$ cat src/rtl/rxto_pkg.sv
package rxto_pkg;
   localparam int STATUS_W    = 8;
   localparam int READY_BIT   = 3;

   typedef enum logic [1:0] {
      FLAG_HOLD  = 2'd0,
      FLAG_SET   = 2'd1,
      FLAG_CLEAR = 2'd2
   } flag_op_e;

   // Priority: a restart or disarm beats expiry, expiry beats a read-clear.
   function automatic flag_op_e flag_decide(input logic restart,
                                            input logic expire,
                                            input logic rd_clear);
      if (restart)       return FLAG_CLEAR;
      else if (expire)   return FLAG_SET;
      else if (rd_clear) return FLAG_CLEAR;
      else               return FLAG_HOLD;
   endfunction
endpackage

$ cat src/rtl/rxto_countdown.sv
module rxto_countdown #(
   parameter int CNT_W = 16
) (
   input  logic             clk,
   input  logic             rst_n,
   input  logic             load_i,
   input  logic             stop_i,
   input  logic             tick_i,
   input  logic [CNT_W-1:0] preload_i,
   output logic             expire_o
);
   localparam logic [CNT_W-1:0] ONE = CNT_W'(1);

   logic [CNT_W-1:0] cnt_q;
   logic             armed_q;
   logic             last_tick;

   initial begin
      assert (CNT_W >= 2) else $error("rxto_countdown: CNT_W must be at least 2");
   end

   assign last_tick = (cnt_q <= ONE);
   assign expire_o  = armed_q & tick_i & ~load_i & ~stop_i & last_tick;

   always_ff @(posedge clk) begin
      if (!rst_n) begin
         cnt_q   <= '0;
         armed_q <= 1'b0;
      end else if (stop_i) begin
         cnt_q   <= '0;
         armed_q <= 1'b0;
      end else if (load_i) begin
         cnt_q   <= preload_i;
         armed_q <= 1'b1;
      end else if (armed_q && tick_i) begin
         if (last_tick) begin
            cnt_q   <= '0;
            armed_q <= 1'b0;
         end else begin
            cnt_q   <= cnt_q - ONE;
         end
      end
   end
endmodule

$ cat src/rtl/rxto_ready_flag.sv
module rxto_ready_flag
   import rxto_pkg::*;
(
   input  logic clk,
   input  logic rst_n,
   input  logic restart_i,
   input  logic expire_i,
   input  logic rd_clear_i,
   output logic ready_o
);
   logic     ready_q;
   flag_op_e op;

   assign op = flag_decide(restart_i, expire_i, rd_clear_i);

   always_ff @(posedge clk) begin
      if (!rst_n) begin
         ready_q <= 1'b0;
      end else begin
         unique case (op)
            FLAG_SET:   ready_q <= 1'b1;
            FLAG_CLEAR: ready_q <= 1'b0;
            default:    ready_q <= ready_q;
         endcase
      end
   end

   assign ready_o = ready_q;
endmodule

$ cat src/rtl/rxto_irq_merge.sv
module rxto_irq_merge #(
   parameter int STAT_W  = 8,
   parameter int RDY_BIT = 3,
   parameter bit IRQ_REG = 1'b0
) (
   input  logic              clk,
   input  logic              rst_n,
   input  logic              ready_i,
   input  logic [STAT_W-1:0] ext_src_i,
   input  logic              mask_wr_i,
   input  logic [STAT_W-1:0] mask_wdata_i,
   output logic [STAT_W-1:0] stat_o,
   output logic              irq_o
);
   localparam logic [STAT_W-1:0] RDY_ONEHOT = STAT_W'(1) << RDY_BIT;

   logic [STAT_W-1:0] mask_q;
   logic [STAT_W-1:0] ext_kept;
   logic [STAT_W-1:0] stat_w;
   logic              irq_w;

   initial begin
      assert (RDY_BIT >= 0 && RDY_BIT < STAT_W)
         else $error("rxto_irq_merge: RDY_BIT outside status width");
   end

   always_ff @(posedge clk) begin
      if (!rst_n)         mask_q <= '0;
      else if (mask_wr_i) mask_q <= mask_wdata_i;
   end

   assign ext_kept = ext_src_i & ~RDY_ONEHOT;

   for (genvar i = 0; i < STAT_W; i++) begin : g_bit
      if (i == RDY_BIT) begin : g_rdy
         assign stat_w[i] = ready_i;
      end else begin : g_ext
         assign stat_w[i] = ext_kept[i];
      end
   end

   assign irq_w  = |(stat_w & mask_q);
   assign stat_o = stat_w;

   if (IRQ_REG) begin : g_irq_reg
      logic irq_q;
      always_ff @(posedge clk) begin
         if (!rst_n) irq_q <= 1'b0;
         else        irq_q <= irq_w;
      end
      assign irq_o = irq_q;
   end else begin : g_irq_comb
      assign irq_o = irq_w;
   end
endmodule

$ cat src/rtl/rxto_idle_timer.sv
module rxto_idle_timer #(
   parameter int CNT_W   = 16,
   parameter int STAT_W  = rxto_pkg::STATUS_W,
   parameter int RDY_BIT = rxto_pkg::READY_BIT,
   parameter bit IRQ_REG = 1'b0
) (
   input  logic              clk,
   input  logic              rst_n,
   input  logic              rx_char_i,
   input  logic              tick_i,
   input  logic [CNT_W-1:0]  preload_i,
   input  logic              disarm_i,
   input  logic              mask_wr_i,
   input  logic [STAT_W-1:0] mask_wdata_i,
   input  logic              stat_rd_i,
   input  logic [STAT_W-1:0] ext_src_i,
   output logic              rdy_o,
   output logic              irq_o,
   output logic [STAT_W-1:0] stat_o
);
   logic expire;
   logic restart;
   logic ready;

   assign restart = rx_char_i | disarm_i;

   rxto_countdown #(.CNT_W(CNT_W)) u_cnt (
      .clk       (clk),
      .rst_n     (rst_n),
      .load_i    (rx_char_i),
      .stop_i    (disarm_i),
      .tick_i    (tick_i),
      .preload_i (preload_i),
      .expire_o  (expire)
   );

   rxto_ready_flag u_flag (
      .clk        (clk),
      .rst_n      (rst_n),
      .restart_i  (restart),
      .expire_i   (expire),
      .rd_clear_i (stat_rd_i),
      .ready_o    (ready)
   );

   rxto_irq_merge #(
      .STAT_W  (STAT_W),
      .RDY_BIT (RDY_BIT),
      .IRQ_REG (IRQ_REG)
   ) u_irq (
      .clk          (clk),
      .rst_n        (rst_n),
      .ready_i      (ready),
      .ext_src_i    (ext_src_i),
      .mask_wr_i    (mask_wr_i),
      .mask_wdata_i (mask_wdata_i),
      .stat_o       (stat_o),
      .irq_o        (irq_o)
   );

   assign rdy_o = ready;
endmodule

$ cat config.mk
export PLATFORM = sky130hd
export DESIGN_NAME = rxto_idle_timer
export DESIGN_NICKNAME = d
export VERILOG_FILES = /design/src/rtl/rxto_pkg.sv /design/src/rtl/rxto_countdown.sv /design/src/rtl/rxto_ready_flag.sv /design/src/rtl/rxto_irq_merge.sv /design/src/rtl/rxto_idle_timer.sv
export SDC_FILE = /design/constraint.sdc
export NUM_CORES = 1
export LEC_CHECK = 0
export BUFFER_PORTS_ARGS = -buffer_cell sky130_fd_sc_hd__clkbuf_2
export CORE_MARGIN = 1
export CORE_UTILIZATION = 44
export DETAILED_ROUTE_END_ITERATION = 8
export GPL_TIMING_DRIVEN = 0
export PLACE_DENSITY_LB_ADDON = 0.12
export SLEW_MARGIN = 10
export SYNTH_ARGS = -nofsm -noshare
export SYNTH_HDL_FRONTEND = slang
export SYNTH_HIERARCHICAL = 1
export SYNTH_SLANG_ARGS = --single-unit
$ cat constraint.sdc
create_clock -name clk -period 3.8 [get_ports clk]
set_clock_uncertainty 0.2 [all_clocks]
set_input_delay 0.57 -clock clk [delete_from_list [all_inputs] [get_ports clk]]
set_output_delay 0.57 -clock clk [all_outputs]
set_load 0.01 [all_outputs]
# After elaboration in Yosys (flattened, before gate mapping)
# Index checks and enable logic that the tools add are counted.
# word_totals
reg_bits,26
word_cells,34
inputBits,39
output_inout_bits,10
# op_classes
order_cmp,1
muxes,10
n_reduce_logical,7
eq_ne,2
bitwise_logic,9
n_addsub,1
# ops
operator,n
two-way mux 16 bit,3
"less-or-equal comparator 16 x 1 -> 1 bit, second input constant",1
"subtractor 16 x 1 -> 16 bit, second input constant",1
AND 8 bit,1
OR reduction 8 bit,1
two-way mux 2 bit,3
nonzero test 2 bit,3
AND 1 bit,4
two-way mux 1 bit,3
NOT 1 bit,3
"== test 2 x 1 -> 1 bit, second input constant",1
"== test 2 bit, second input constant",1
case mux 1 bit (2 select lines),1
AND reduction 2 bit,1
OR reduction 2 bit,1
logical AND 1 bit,1
OR 1 bit,1

# Depth between registers and ports, before layout
# logic_depth
ltp_word,8
mapped_depth,11
ltp_nobuf,11

# By module
# The synthesis kept the hierarchy.
# by_module_without_submodules
mod,instances,cells_each,area_each_um2,seq_area_each_um2
rxto_countdown,1,143,1097.3,340.3
rxto_irq_merge,1,38,397.9,160.2
rxto_ready_flag,1,8,71.3,20.0
rxto_idle_timer,1,1,6.3,0.0

# Worst setup path after synthesis
# No wires, ideal clock.
# synth_timing
path_kind,register -> register
start,register u_cnt.cnt_q[12]
end,"register u_flag.ready_q, in the netlist u_flag/ready_o"
path_buffers,0
arrival_time_ns,2.391
setup_slack_ns,1.144
t_required_ns,3.534
synth_period_minus_slack_ns,2.656
path_stages_with_launch,10
setup_ns,0.066
path_cell_list,dfxtp_1 > or3_4 > nor4b_4 > nand2_1 > nor4_1 > inv_1 > a21o_1 > ha_1 > or2_1 > a21boi_2
# synth_via
elab_chain_len,6
word_cells_on_any_way,8
classes_between,order compare (1); eq/ne (2); mux (3); bitwise (1); reduce/logical (1)
# synth_lines
element,line,rtl
start: declaration,rxto_countdown.sv:14,logic [CNT_W-1:0] cnt_q;
start signal: assignment,rxto_countdown.sv:33,cnt_q <= preload_i;
start signal: assignment,rxto_countdown.sv:40,cnt_q <= cnt_q - ONE;
less-or-equal comparator 16 x 1 -> 1 bit *,rxto_countdown.sv:22,assign last_tick = (cnt_q <= ONE);
AND 1 bit *,rxto_countdown.sv:23,assign expire_o = armed_q & tick_i & ~load_i & ~stop_i & last_tick;
net expire,rxto_idle_timer.sv:21,logic expire;
two-way mux 2 bit *,rxto_pkg.sv:16,else if (expire) return FLAG_SET;
two-way mux 2 bit *,rxto_pkg.sv:15,if (restart) return FLAG_CLEAR;
== test 2 bit / == test 2 x 1 -> 1 bit (equally long branches),rxto_ready_flag.sv:20,unique case (op)
case mux 1 bit (2 select lines) / nonzero test 2 bit (equally long branches),-,
end signal: assignment,rxto_ready_flag.sv:23,default: ready_q <= ready_q;
end: declaration,rxto_ready_flag.sv:11,logic ready_q;
# Mark *: on every way through the listed nets, which the timed path passes. The rest lies on a longest branch.
# A chain may end at the register's enable or synchronous reset.

# Final worst setup path
# Ends and elaborated chain as after synthesis.

==> metrics.md <==
| Metric | Value |
|---|---|
| Post-cts gate resize count | 0 |
| Yosys top cell area share | 0.3309 |
| Fin nets | 283 |
| CTS buffer count | 3 |
| Multi-input gate area | ~940 um^2 |
| Register area | roughly 520 um^2 |
| Power density over the cells | 307.4 mW/mm^2 |
| Worst-Margin Slew | around 0.65 ns |
| Simple-gate portion of the synthesized area | 0.2705 |
| Die width | 61.79 um |
| Highest clock rate | 324.3 MHz |
| Register-to-register setup slack | 0.72 ns |
| Rows | 21 |
| Detailed Route Iter0 Violations | between 40 and 50 |
| Starting Density | 0.4640 |
| DIE HEIGHT | 61.79 um |
| Static Leakage | 0.0008405 uW |
| # Post-CTS Setup Buffers | 0 |
| Pint | 412.7 uW |
| Vias per cell | roughly 5.3 |
| Area of the core | 0.003390 mm^2 |
| Largest family of logic cells by synthesized area | simple AND/OR/NAND/NOR gates |
| ANT nets after route | 0 |
| Synth Area in Adders | 0.02387 |
| Clock transition at path regs | 0.15 ns |
| Net Sw Frac | 0.2923 |
| Total vias in the final route | 1508 |
| Max Cap Viol | 0 |
| Tot GR Track Use | 0.2109 |
| # clock sinks | 26 |
| Worst slew margin | 0.5657 |
| Hold Path Class | input port to flip-flop |
| Top cells by area, synth | dfxtp_1, a21oi_1, mux2i_1 |
| FILL cells | between 300 and 400 |
| Commonest cells after routing, fill and taps aside | clkbuf_2, dfxtp_1, a21oi_1 |
| Die area | 0.003817 mm^2 |
| Net switching power | 170.4 uW |
| RSZ-0062 raised after global routing | no |
| Comb pwr share | 0.250 |
| Type of destination of the critical path | flip-flop |
| First-pass GRT wire length | slightly below 6 mm |
| Crit Path Class | flip-flop to flip-flop |
| DRT Wirelength | 3.650 mm |
| H-Tree Depth | 1 |
| DRC | 0 |
| # IOs | 49 |
| Core Util, Final | 0.5596 |
| Worst skew pair latency | roughly 0.32 ns |
| Tmin final | 3.084 ns |
| DP HPWL | around 2.8 mm |
| Outcome | finished, final reports clean |
| Port bufs | 46 |
| Wire per inst | 12.76 um |
| CP Launch Type | flip-flop |
| Synth Area in Compound Gates | 0.2235 |
| Vias in the first global route | 1316 |
| Hold Buf Count CTS | 0 |
| Syn Inst Count | 190 |
| Flop and latch count out of synthesis | 26 |
| CTS tree | yes |
| Ant diodes | 0 |
| Clock Path Buffers | 2 |
| Initial antenna violation count | 0 |
| Seq/Total Area, Yosys | 0.3309 |
| WP data required | between 3 and 4 ns |
| Xor and xnor area share after synthesis | 0.01114 |
| Cell taking the most area after synthesis | dfxtp_1 |
| Most common cell after layout, fill and taps aside | clkbuf_2 |
| Sequential share of power | 0.508 |
| Global route total overflow | 0 |
| Largest net degree at the start of global routing | 15 |
| Post-Syn Nets | approximately 230 |
| Ratio of cells with drive above 1 in the final layout | 0.2958 |
| Period utilization | 0.8115 |
| Mean Syn Cell Area | 8.278 um^2 |
| Mapped cell area | 0.001573 mm^2 |
| CTS root buffer | clkbuf_4 |
| IR drop worst, VDD | 126.6 uV |
| Max Slew Vio Count | 0 |
| Synth cell types | 47 |
| Gp weighted congestion | 0.8489 |
| Worst Path Max Fanout | 9 |
| Drt first pass iters | 4 |
| Clock share of power | 0.242 |
| Final Hold Vio Count | 0 |
| Sum Neg Setup Slack | 0 ns |
| Count of warnings emitted by yosys | 6 |
| Mux share of post-synthesis cell area | 0.07080 |
| Crit path DAT | 3.15 ns |
| Setup-failing EPs final | 0 |
| Layout area overhead | 20.60% |
==> worst paths after layout <==
kind | to | start | cells after the start
worst min-delay path | u_cnt/cnt_q[5] | preload_i[5] | 2
worst max-delay path | u_flag/ready_o | u_cnt/cnt_q[12] | 9
worst min register to register | u_flag/ready_o | u_flag/ready_o | 2
worst max register to register | u_flag/ready_o | u_cnt/cnt_q[12] | 9
==> worst max-delay path: stages, from the launching register on <==
cell and delay [ns]:
dfxtp_1 0.37, or3_4 0.43, nor4b_4 0.46, nand2_1 0.29
nor4_1 0.40, inv_1 0.07, a21o_1 0.16, ha_1 0.28
or2_1 0.24, a21boi_2 0.13
==> cell type report <==
type                    count  area share
well taps                  46     0.03034
inverters                   4    0.007916
repair buffers             46      0.1214
flip-flops and latches     26      0.2744
plain buffers              15     0.04947
multi-input cells         145      0.4974
clock buffers               4     0.01913
==> routing by layer <==
metal	up-vias	global-route usage	part of all wire	routed length, um
met2	45	0.3733	0.46	1693
met1	673	0.2722	0.47	1730
met3	2	0.02899	0.057	208
met4	0	0.04762	0.0047	17
li1	788	-	-	-
met5	-	0	0	0
==> synth_stat cells, drive strengths merged <==
| cell type | count |
|---|---|
| a21oi | 20 |
| o311ai | 1 |
| or4 | 2 |
| or3 | 7 |
| xnor2 | 1 |
| and2 | 3 |
| nand2b | 3 |
| nand4 | 2 |
| a211o | 1 |
| xor2 | 1 |
| clkbuf | 6 |
| or2 | 2 |
| a21o | 2 |
| nor4 | 6 |
| a21boi | 1 |
| a211oi | 2 |
| and3b | 1 |
| ha | 3 |
| nor2 | 12 |
| nor2b | 9 |
| nor3 | 1 |
| buf | 9 |
| o21a | 3 |
| o311a | 1 |
| mux2i | 10 |
| o21ai | 11 |
| o211a | 1 |
| nand2 | 17 |
| and3 | 2 |
| inv | 4 |
| o31ai | 4 |
| o22ai | 2 |
| mux2 | 1 |
| nor3b | 1 |
| nand3 | 3 |
| nor4b | 1 |
| or4b | 1 |
| a31oi | 3 |
| dfxtp | 26 |
| a22oi | 4 |
==> stage by stage <==
stage | hold slack, ns | setup slack (ns) | total power [uW] | cells | area (um^2)
floorplan | 0.2714 | 1.144 | 398.1 | 190 | 1573
global placement | 0.2828 | 0.8064 | 446.1 | 282 | 1861
detailed placement | 0.2900 | 0.8010 | 447.6 | 282 | 1861
CTS | 0.2580 | 0.7499 | 591.1 | 286 | 1897
global route | 0.2719 | 0.4686 | 622.0 | 286 | 1897
finish | 0.2733 | 0.7164 | 583.1 | 286 | 1897
==> cell families (layout without fill, tap and decap cells) <==
| kind of cell | Yosys count | after routing |
|---|---|---|
| adders and majority gates | 3 | 3 |
| muxes | 11 | 11 |
| AOI/OAI and AO/OA | 56 | 56 |
| buffers and inverters | 19 | 69 |
| and+or+nand+nor | 73 | 73 |
| xor gates and xnor gates | 2 | 2 |
| DFF | 26 | 26 |
==> registers in the layout (all words and copies together), names as in the netlist <==
name,flops
u_cnt/armed_q,1
u_cnt/cnt_q,16
u_flag/ready_o,1
u_irq/mask_q,8
==> power by group through the flow <==
| stage | Sequential (uW) | Combinational (uW) | Clock, uW |
|---|---|---|---|
| 2_1_floorplan | 300 | 98.4 | 0 |
| 3_3_place_gp | 302 | 144 | 0 |
| 3_5_place_dp | 302 | 145 | 0 |
| 4_1_cts | 296 | 146 | 149 |
| 5_1_grt | 299 | 165 | 158 |
| 6_report | 296 | 146 | 141 |
Power figures use the tool's default switching activity.
